## src/rtl/dp_pkg.sv

```systemverilog
package dp_pkg;

    typedef enum logic {
        MODE_REAL = 1'b0,
        MODE_CPLX = 1'b1
    } mode_e;

    // guard bits needed so a sum of n terms cannot wrap
    function automatic int guard_bits(input int n);
        return (n <= 1) ? 0 : $clog2(n);
    endfunction

    // width of an index that counts 0..n-1 (at least one bit)
    function automatic int count_bits(input int n);
        return (n <= 2) ? 1 : $clog2(n);
    endfunction

    function automatic int max_int(input int a, input int b);
        return (a > b) ? a : b;
    endfunction

endpackage

```

## src/rtl/dp_mul_pipe.sv

```systemverilog
module dp_mul_pipe #(
    parameter int            IN_W   = 8,
    parameter int            STAGES = 2,
    parameter dp_pkg::mode_e MODE   = dp_pkg::MODE_CPLX,
    localparam int           SW     = 2 * IN_W + 1
) (
    input  logic                   clk,
    input  logic                   rst,
    input  logic                   en,
    input  logic                   in_vld,
    input  logic signed [IN_W-1:0] xr,
    input  logic signed [IN_W-1:0] xi,
    input  logic signed [IN_W-1:0] yr,
    input  logic signed [IN_W-1:0] yi,
    output logic                   p_vld,
    output logic signed [SW-1:0]   p_re,
    output logic signed [SW-1:0]   p_im
);
    logic signed [SW-1:0] xr_e, yr_e, prod_re, prod_im;
    logic signed [SW-1:0] re_q [STAGES];
    logic signed [SW-1:0] im_q [STAGES];
    logic [STAGES-1:0]    vld_q;

    assign xr_e = SW'(xr);
    assign yr_e = SW'(yr);

    generate
        if (MODE == dp_pkg::MODE_CPLX) begin : g_cplx
            logic signed [SW-1:0] xi_e, yi_e;
            assign xi_e    = SW'(xi);
            assign yi_e    = SW'(yi);
            assign prod_re = xr_e * yr_e - xi_e * yi_e;
            assign prod_im = xr_e * yi_e + xi_e * yr_e;
        end else begin : g_real
            assign prod_re = xr_e * yr_e;
            assign prod_im = '0;
        end
    endgenerate

    generate
        for (genvar s = 0; s < STAGES; s++) begin : g_stage
            if (s == 0) begin : g_first
                always_ff @(posedge clk) begin
                    if (rst)     vld_q[0] <= 1'b0;
                    else if (en) vld_q[0] <= in_vld;
                    if (en) begin
                        re_q[0] <= prod_re;
                        im_q[0] <= prod_im;
                    end
                end
            end else begin : g_next
                always_ff @(posedge clk) begin
                    if (rst)     vld_q[s] <= 1'b0;
                    else if (en) vld_q[s] <= vld_q[s-1];
                    if (en) begin
                        re_q[s] <= re_q[s-1];
                        im_q[s] <= im_q[s-1];
                    end
                end
            end
        end
    endgenerate

    assign p_vld = vld_q[STAGES-1];
    assign p_re  = re_q[STAGES-1];
    assign p_im  = im_q[STAGES-1];
endmodule

```

## src/rtl/dp_accum.sv

```systemverilog
module dp_accum #(
    parameter int  SW   = 17,
    parameter int  AW   = 19,
    parameter int  VLEN = 4,
    localparam int CW   = dp_pkg::count_bits(VLEN)
) (
    input  logic                 clk,
    input  logic                 rst,
    input  logic                 en,
    input  logic                 p_vld,
    input  logic signed [SW-1:0] p_re,
    input  logic signed [SW-1:0] p_im,
    output logic                 done,
    output logic signed [AW-1:0] sum_re,
    output logic signed [AW-1:0] sum_im
);
    logic signed [AW-1:0] acc_re, acc_im;
    logic [CW-1:0]        cnt;
    logic                 last;

    assign last   = (cnt == CW'(VLEN - 1));
    assign sum_re = acc_re + AW'(p_re);
    assign sum_im = acc_im + AW'(p_im);
    assign done   = p_vld && last;

    always_ff @(posedge clk) begin
        if (rst) begin
            acc_re <= '0;
            acc_im <= '0;
            cnt    <= '0;
        end else if (en && p_vld) begin
            if (last) begin
                acc_re <= '0;
                acc_im <= '0;
                cnt    <= '0;
            end else begin
                acc_re <= sum_re;
                acc_im <= sum_im;
                cnt    <= cnt + 1'b1;
            end
        end
    end
endmodule

```

## src/rtl/dp_narrow.sv

```systemverilog
module dp_narrow #(
    parameter int  AW    = 19,
    parameter int  DROP  = 4,
    parameter int  OUT_W = 10,
    localparam int EW    = dp_pkg::max_int(AW + 1, OUT_W + 1)
) (
    input  logic signed [AW-1:0]    sum,
    output logic signed [OUT_W-1:0] res,
    output logic                    ovf
);
    localparam logic signed [EW-1:0] MAXV = EW'((longint'(1) << (OUT_W - 1)) - 1);
    localparam logic signed [EW-1:0] MINV = -MAXV - EW'(1);

    logic signed [EW-1:0] ext, shifted;

    assign ext = EW'(sum);

    generate
        if (DROP > 0) begin : g_round
            localparam logic signed [EW-1:0] HALF = EW'(longint'(1) << (DROP - 1));
            logic signed [EW-1:0] biased;
            // ties move away from zero: negative sums lose one before the shift
            assign biased  = ext + HALF - EW'({1'b0, sum[AW-1]});
            assign shifted = biased >>> DROP;
        end else begin : g_exact
            assign shifted = ext;
        end
    endgenerate

    always_comb begin
        if (shifted > MAXV) begin
            res = MAXV[OUT_W-1:0];
            ovf = 1'b1;
        end else if (shifted < MINV) begin
            res = MINV[OUT_W-1:0];
            ovf = 1'b1;
        end else begin
            res = shifted[OUT_W-1:0];
            ovf = 1'b0;
        end
    end
endmodule

```

## src/rtl/dot_stream.sv

```systemverilog
module dot_stream #(
    parameter int            IN_W       = 8,
    parameter int            VLEN       = 4,
    parameter int            MUL_STAGES = 2,
    parameter int            DROP       = 4,
    parameter int            OUT_W      = 10,
    parameter dp_pkg::mode_e MODE       = dp_pkg::MODE_CPLX
) (
    input  logic                    clk,
    input  logic                    rst,
    input  logic                    in_valid,
    output logic                    in_ready,
    input  logic signed [IN_W-1:0]  x_re,
    input  logic signed [IN_W-1:0]  x_im,
    input  logic signed [IN_W-1:0]  y_re,
    input  logic signed [IN_W-1:0]  y_im,
    input  logic                    out_ready,
    output logic                    out_valid,
    output logic signed [OUT_W-1:0] out_re,
    output logic signed [OUT_W-1:0] out_im,
    output logic                    out_ovf
);
    localparam int SW = 2 * IN_W + 1;
    localparam int AW = SW + dp_pkg::guard_bits(VLEN);

    logic                    adv, p_vld, done, fire, ovf_re, ovf_im;
    logic signed [SW-1:0]    p_re, p_im;
    logic signed [AW-1:0]    sum_re, sum_im;
    logic signed [OUT_W-1:0] n_re, n_im;

    // a held result freezes every stage
    assign adv      = !(out_valid && !out_ready);
    assign in_ready = adv;
    assign fire     = adv && done;

    dp_mul_pipe #(.IN_W(IN_W), .STAGES(MUL_STAGES), .MODE(MODE)) u_mul (
        .clk(clk), .rst(rst), .en(adv), .in_vld(in_valid && adv),
        .xr(x_re), .xi(x_im), .yr(y_re), .yi(y_im),
        .p_vld(p_vld), .p_re(p_re), .p_im(p_im)
    );

    dp_accum #(.SW(SW), .AW(AW), .VLEN(VLEN)) u_acc (
        .clk(clk), .rst(rst), .en(adv), .p_vld(p_vld),
        .p_re(p_re), .p_im(p_im),
        .done(done), .sum_re(sum_re), .sum_im(sum_im)
    );

    dp_narrow #(.AW(AW), .DROP(DROP), .OUT_W(OUT_W)) u_nre (
        .sum(sum_re), .res(n_re), .ovf(ovf_re)
    );

    dp_narrow #(.AW(AW), .DROP(DROP), .OUT_W(OUT_W)) u_nim (
        .sum(sum_im), .res(n_im), .ovf(ovf_im)
    );

    always_ff @(posedge clk) begin
        if (rst) begin
            out_valid <= 1'b0;
            out_re    <= '0;
            out_im    <= '0;
            out_ovf   <= 1'b0;
        end else if (adv) begin
            out_valid <= fire;
            if (fire) begin
                out_re  <= n_re;
                out_im  <= n_im;
                out_ovf <= ovf_re || ovf_im;
            end
        end
    end
endmodule

```

## config.mk

```make
export PLATFORM = sky130hd
export DESIGN_NAME = dot_stream
export DESIGN_NICKNAME = d
export VERILOG_FILES = /design/src/rtl/dp_pkg.sv /design/src/rtl/dp_mul_pipe.sv /design/src/rtl/dp_accum.sv /design/src/rtl/dp_narrow.sv /design/src/rtl/dot_stream.sv
export SDC_FILE = /design/constraint.sdc
export NUM_CORES = 1
export LEC_CHECK = 0
export BUFFER_PORTS_ARGS = -buffer_cell sky130_fd_sc_hd__clkbuf_2
export CORE_ASPECT_RATIO = 1.5
export CORE_MARGIN = 2
export CORE_UTILIZATION = 65
export DETAILED_ROUTE_END_ITERATION = 10
export PLACE_DENSITY_LB_ADDON = 0.3
export RECOVER_POWER = 100
export SLEW_MARGIN = 15
export SYNTH_ARGS = -nofsm -noshare
export SYNTH_HDL_FRONTEND = slang
export SYNTH_SLANG_ARGS = --single-unit
```

## constraint.sdc

```tcl
create_clock -name clk -period 8.8 [get_ports clk]
set_clock_uncertainty 0.15 [all_clocks]
set_input_delay 1.32 -clock clk [delete_from_list [all_inputs] [get_ports clk]]
set_output_delay 1.32 -clock clk [all_outputs]
set_load 0.05 [all_outputs]
```

Word level (Yosys, flattened, before mapping)
Memories as Yosys holds them, arrays and structs flattened.
Cells that the tools add are included.
{"block": "totals", "ff_bits": 64, "in_bits": 36, "mem_bits_ro": 0, "mem_count": 2, "out_inout_bits": 23, "ramBits": 68, "latchBits": 0}
{"memory": "u_mul.im_q", "depth": 2, "word_bits": 17, "rd": 2, "rd_ports_with_merged_regs": 0, "wr": 2, "line_no": "dp_mul_pipe.sv:21", "source": "logic signed [SW-1:0] im_q [STAGES];"}
{"memory": "u_mul.re_q", "depth": 2, "word_bits": 17, "rd": 2, "rd_ports_with_merged_regs": 0, "wr": 2, "line_no": "dp_mul_pipe.sv:20", "source": "logic signed [SW-1:0] re_q [STAGES];"}
{"block": "classes", "n_eq_ne": 1, "n_lt_le_gt_ge": 4, "shift": 0, "mux": 12, "bitwise_logic": 1, "n_addsub": 9, "n_div": 0, "multipliers": 4, "reduce_logical": 9}
{"operator": "8-bit by 8-bit multiplier with 16-bit output", "n": 4}
{"operator": "19-bit by 5-bit adder with 20-bit output, second input constant", "n": 2}
{"operator": "10-bit two-way mux", "n": 4}
{"operator": "20-bit by 1-bit subtractor with 20-bit output", "n": 2}
{"operator": "19-bit by 17-bit adder with 19-bit output", "n": 2}
{"operator": "19-bit two-way mux", "n": 2}
{"operator": "16-bit by 10-bit greater-than comparator with 1-bit output, second input constant", "n": 2}
{"operator": "16-bit by 10-bit less-than comparator with 1-bit output, second input constant", "n": 2}
{"operator": "17-bit adder", "n": 1}
{"operator": "17-bit subtractor", "n": 1}
{"operator": "1-bit logical AND", "n": 5}
{"operator": "1-bit two-way mux", "n": 5}
{"operator": "2-bit by 1-bit adder with 2-bit output, second input constant", "n": 1}
{"operator": "2-bit == test, second input constant", "n": 1}
{"operator": "1-bit zero test", "n": 2}
{"operator": "2-bit two-way mux", "n": 1}
{"operator": "2-bit AND reduction", "n": 1}
{"operator": "1-bit logical OR", "n": 1}
{"operator": "1-bit NOT", "n": 1}

Logic depth before layout (Yosys ltp)
Gate-level depths: netlist of run 1.
{"block": "depth", "ltp_word": 7, "depth_mapped": 29}

Cells and area by module
A second synthesis of run 1 with hierarchy kept.
{"block": "unflattened", "cells_unflattened": 2084, "hier_area_um2": 19692.6}
{"module": "dp_mul_pipe", "cells_per_inst": 1274, "area_per_inst_um2": 13195.2, "seq_area_each_um2": 2082.0, "instances": 1}
{"module": "dp_accum", "cells_per_inst": 379, "area_per_inst_um2": 3135.5, "seq_area_each_um2": 800.8, "instances": 1}
{"module": "dp_narrow", "cells_per_inst": 165, "area_per_inst_um2": 1168.6, "seq_area_each_um2": 0.0, "instances": 2}
{"module": "dot_stream", "cells_per_inst": 101, "area_per_inst_um2": 1024.7, "seq_area_each_um2": 440.4, "instances": 1}

Worst setup path before layout of run 1
Ideal clock, no wire load.
{"block": "synth_path", "path_kind": "input to register", "startpoint": "in y_im[7]", "endpoint": "mem u_mul.re_q[0][15] (data pin)", "required_time_ps": 8389, "arrival_ps": 6308, "path_buffers": 1, "setup_slack_ps": 2081, "path_stages": 26, "setup_ps": 261, "cell_sequence": "clkbuf_1 -> nand2b_1 -> fa_1 -> fa_1 -> fa_1 -> inv_1 -> fa_1 -> ha_1 -> inv_1 -> o21bai_1 -> a21oi_1 -> nor2b_1 -> nor2_1 -> nor2_1 -> o21ai_0 -> nand2b_1 -> a21oi_1 -> o21bai_1 -> a21oi_1 -> xnor2_1 -> ha_1 -> inv_1 -> nor3_1 -> a31oi_1 -> o21ai_0 -> a311o_1"}
{"element": "from (decl)", "line_no": "dot_stream.sv:16", "source": "input logic signed [IN_W-1:0] y_im,"}
{"element": "to (decl)", "line_no": "dp_mul_pipe.sv:20"}

==> metrics.cfg, run 1 <==
[timing]
period_share_pct = 80.31
rsz0062_at_grt = false
final-setup-viol-count = 0
finalSetupTns_ns = 0
slew_violations = 130
worstMarginPinSlew_ns = 3.420
relSlewSlack_pct = -128.0
hold_violations = 0
finalCriticalPeriod_ns = 7.068
fmax_ghz = 0.1415

[place]
dp_hpwl_um = 31470
io_buffers = 58
gp_congestion = 0.9053

[drt]
num_vias = 14150
wl_per_cell_um = 15.59
firstDrtPassIters = 5
drc = 0
drt_wl_total_um = 39400
vias_per_cell = 5.600
ant_nets = 0
first_iter_violations = 638

[outcome]
status = complete, but fails checks
violations = capacitance limit, slew limit

[worst_setup_path]
arrival_ns = 7.09
worstPathMaxFanout = 16
cp.required_ns = 8.82
cp-start-kind = primary input
end_kind = register
crit_type = primary input to register

[floorplan]
rows = 76
die_h_um = 212.2
core_um2 = 28620
initial_core_util_pct = 65.65
ios = 59
fp.dieW_um = 142.8
dieArea_um2 = 30320

[logic_synthesis]
synth_mux_area_share_pct = 0.3462
synth_compound_area_share_pct = 13.06
yosysTopAreaCellShare_pct = 23.86
yosys.area.top_type = fa_1
synth-simple-area-share_pct = 14.97
syn_nets = 2581
syn_inst = 2102
ys_ff_latch = 132
synthTopCellsByArea = fa_1 24%, ha_1 15%, edfxtp_1 11%
synth_area_um2 = 18790
yosysWarnings = 0
synth_top_family_by_area = adder cells
syn_avg_cell_area_um2 = 8.940
synthXorXnorAreaFrac_pct = 6.478
ys_types = 74
yosysMostFrequentCell = inv_1
ys_top_cells_by_count = 389 x inv_1, 224 x fa_1, 219 x ha_1, 155 x nand2_1, 145 x and2_1
synth_enable_flop_cells = 68
async_flop_share_pct = 0
yosysSeqAreaShare_pct = 17.68
synth_fa_ha_area_share_pct = 38.44
ys_dominant_reg_cell = edfxtp_1

[finish]
area_delta_synth_final_pct = 5.846
fillers = 2257
layout-drive-gt1-share_pct = 4.118
final_nets = 2603
diodes = 0

[min_path]
min_path_type = register to register

[grt]
grt_pass1_wl_um = 68050
grt_max_degree = 76
grt_pass1_vias = 15175
overflow = 0
antenna_found_initial = 0
grt_util_met1_pct = 30.41
grt_busiest_layer = met2
grt_util_all_layers_pct = 27.78
use_met2_pct = 53.30
use_met3_pct = 2.905

[clocking]
numCtsBuffers = 17
cts_max_level = 4
insertion_delay_ns = 0.43
clkSinkCount = 132
tritoncts = yes
clock_path_buffers = 2
cts_setup_buffers = 0
cts_repair_resize_count = 0
ctsHoldBuffers = 0
clockRootBuffer = clkbuf_16
clk_pin_slew_worst_paths_ns = 0.06

[job]
maxCapViolations = 2

## area by class of cell
type | count | area, µm² | area share [%]
Clock buffer | 18 | 429.2 | 2.158
Clock inverter | 14 | 187.7 | 0.9436
Inverter | 389 | 1460 | 7.341
Multi-Input combinational cell | 1523 | 13730 | 69.01
Sequential cell | 132 | 3323 | 16.71
Tap cell | 390 | 488.0 | 2.453
Timing Repair Buffer | 61 | 275.3 | 1.384
## critical path, stage by stage
cell and delay, ns:
clkbuf_1 0.60, and2_0 0.31, fa_1 0.48, fa_1 0.52, inv_1 0.05, fa_1 0.47, inv_1 0.05, fa_1 0.47
ha_1 0.33, inv_1 0.08, o21bai_1 0.09, a21oi_1 0.23, nor2b_1 0.07, nor2_1 0.10, nor2_1 0.06, o21ai_0 0.14
nand2b_1 0.07, a21oi_1 0.22, o21bai_1 0.09, a21oi_1 0.17, xnor2_1 0.14, ha_1 0.26, inv_1 0.15, nor3_1 0.08
a31oi_1 0.14, o21ai_0 0.12, a311o_1 0.28
## path summary, 6_finish.rpt
kind,cells after the start,start,endpoint,slack (ns)
min,0,u_mul.re_q[0][11],u_mul.re_q[0][28],0.26
min reg2reg,0,u_mul.re_q[0][11],u_mul.re_q[0][28],0.26
max reg2reg,23,u_mul.im_q[0][18],out_im[0],2.22
max,27,y_re[0],u_mul.re_q[0][15],1.73
## per-stage QoR
| stage | hold WS, ns | instances | worst slack (ns) | utilization (%) | cell area [µm²] |
|---|---|---|---|---|---|
| finish | 0.2614 | 2527 | 1.732 | 69.49 | 19890 |
| global route | 0.2679 | 2527 | 1.294 | 69.49 | 19890 |
| CTS | 0.2632 | 2527 | 1.817 | 69.82 | 19980 |
| detailed placement | 0.2545 | 2495 | 1.403 | 67.66 | 19370 |
| global placement | 0.2514 | 2495 | 1.613 | 67.66 | 19370 |
| floorplan | 0.2503 | 2102 | 2.081 | - | 18790 |
## kinds of logic (layout without fill, tap and decap cells)
group | count (synthesis) | after routing
and+or+nand+nor | 563 | 563
DFF | 132 | 132
adders and majority gates | 443 | 443
buffers and inverters | 447 | 482
xor gates and xnor gates | 139 | 139
AOI/OAI and AO/OA | 372 | 372
muxes | 6 | 6
## metal layers
metal	vias up	part of all wire, %
met5	-	0
met4	0	3.9
met3	97	3.0
met2	329	55
met1	6873	38
li1	6851	-
## sequential cells by signal, summed over array words and instances, names as in the netlist, 2 cells and up
register,flops
u_acc.acc_im,19
u_mul.re_q,34
u_mul.im_q,34
out_im,10
u_acc.acc_re,19
out_re,10
u_acc.cnt,2
## placed cells by master (no fill, tap or decap), types with 5 or more instances in the layout
| master | instances |
|---|---|
| o21a_1 | 11 |
| ha_1 | 219 |
| nand2_1 | 155 |
| a31oi_1 | 7 |
| o31ai_1 | 5 |
| a21o_1 | 31 |
| clkbuf_1 | 27 |
| a22oi_1 | 27 |
| nor3b_1 | 5 |
| o21bai_1 | 31 |
| clkbuf_16 | 17 |
| nor2b_1 | 15 |
| nor2_1 | 137 |
| xor2_1 | 28 |
| clkbuf_2 | 34 |
| and2_0 | 13 |
| fa_1 | 224 |
| a21boi_0 | 11 |
| xnor2_1 | 111 |
| nand2b_1 | 33 |
| and3_1 | 8 |
| or3_1 | 9 |
| edfxtp_1 | 68 |
| inv_1 | 389 |
| a211oi_1 | 26 |
| nor3_1 | 15 |
| o21ai_0 | 66 |
| nand3_1 | 14 |
| and2_1 | 132 |
| nand4_1 | 5 |
| o211ai_1 | 7 |
| a21oi_1 | 117 |
| dfxtp_1 | 64 |
Power of run 1 is not shown: default switching activity piles up to over one toggle a cycle in this logic, so the estimate is an artifact.
==> run 2: changes to the inputs <==
- CORE_UTILIZATION: 65 -> 59
- clock period: 8.8 -> 5.7 ns (I/O delays scaled with it)
==> metrics.cfg, run 2 (synthesis gave the netlist of run 1 again) <==
[outcome]
status = complete, but fails checks
violations = capacitance limit, slew limit, setup timing

[drt]
num_vias = 15373
ant_nets = 0
wl_per_cell_um = 16.05
drc = 0
firstDrtPassIters = 5
drt_wl_total_um = 44660
vias_per_cell = 5.526
first_iter_violations = 687

[grt]
grt_max_degree = 68
grt_util_all_layers_pct = 26.99
overflow = 0
antenna_found_initial = 0
grt_pass1_wl_um = 72950
grt_pass1_vias = 16093

[finish]
diodes = 0
stdcell_count = 2782
mostFrequentLayoutCells = 371 x inv_1, 216 x fa_1, 213 x buf_4, 201 x ha_1, 149 x nand2_1
final_nets = 2838
finalInstanceArea_um2 = 22730
layout_commonest_cell = inv_1
area_delta_synth_final_pct = 20.94
layout-drive-gt1-share_pct = 20.11
top_regs = u_mul.im_q (34), u_mul.re_q (34)

[worst_setup_path]
cp.required_ns = 5.75
path_common_cell = buf_4
arrival_ns = 5.78
end_kind = register
path_buf_inv = 10
cp_top_family = adder cells
cp-start-kind = primary input
critPathMaxStageDelay_ns = 0.52
worstPathMaxFanout = 6
crit_type = primary input to register
slowest_stage = fa_1

[timing]
finalCriticalPeriod_ns = 5.734
final-setup-viol-count = 2
relSlewSlack_pct = -55.15
hold_ws_ns = 0.2691
worst_slack_ns = -0.03403
worstMarginPinSlew_ns = 2.327
hold_violations = 0
rsz0062_at_grt = true
finalSetupTns_ns = -0.04199
slew_violations = 131
period_share_pct = 100.6
fmax_ghz = 0.1744

[clocking]
numCtsBuffers = 17
clockRootBuffer = clkbuf_16
clk_pin_slew_worst_paths_ns = 0.07
tritoncts = yes
clock_path_buffers = 2
clkSinkCount = 132
cts_max_level = 4
insertion_delay_ns = 0.45

[floorplan]
ios = 59
fp.dieW_um = 149.7
initial_core_util_pct = 59.41
dieArea_um2 = 33320
core_um2 = 31630
die_h_um = 222.6
rows = 80

[place]
dpl_cell_area_um2 = 21110
gp_congestion = 0.9212
dp_hpwl_um = 34410
io_buffers = 58
dp_cells = 2716

[min_path]
min_path_type = register to register

[job]
maxCapViolations = 3

==> run 2: path summary, 6_finish.rpt <==
kind / from / to / slack (ns) / cells after the start
setup reg to reg: u_mul.im_q[0][17] / out_im[5] / 0.22 / 22
setup / recovery: y_im[0] / u_mul.re_q[0][15] / -0.03 / 28
hold / removal: u_mul.re_q[0][3] / u_mul.re_q[0][20] / 0.27 / 0
hold reg to reg: u_mul.re_q[0][3] / u_mul.re_q[0][20] / 0.27 / 0
==> run 2: timing repair <==
item,CTS,global route
hold buffers,0,0
buffers inserted,12,19
cloned,1,2
resized for setup,54,159
setup endpoints to repair,8,29
pin swaps,25,101
==> run 2: layer usage <==
layer	track usage [%]	up-vias	routed length, µm
met5	0	-	0
met4	11.72	0	1904
met3	2.854	120	1433
met2	52.04	362	24730
met1	29.18	7582	16590
li1	-	7309	-
==> run 2: layout make-up <==
class | instances | area, µm²
Tap cell | 410 | 513.0
Clock inverter | 15 | 155.1
Sequential cell | 132 | 3323
Multi-Input combinational cell | 1523 | 14490
Fill cell | 2336 | 8904
Clock buffer | 17 | 425.4
Inverter | 389 | 1460
Timing Repair Buffer | 296 | 2362
==> run 2: per-stage QoR <==
stage	worst slack [ns]	util, %
global route	-0.2896	71.85
floorplan	-0.1375	-
global placement	-0.5505	66.73
detailed placement	-0.6846	66.73
finish	-0.03403	71.85
CTS	-0.05598	69.68
Power of run 2 is left out for the same reason.
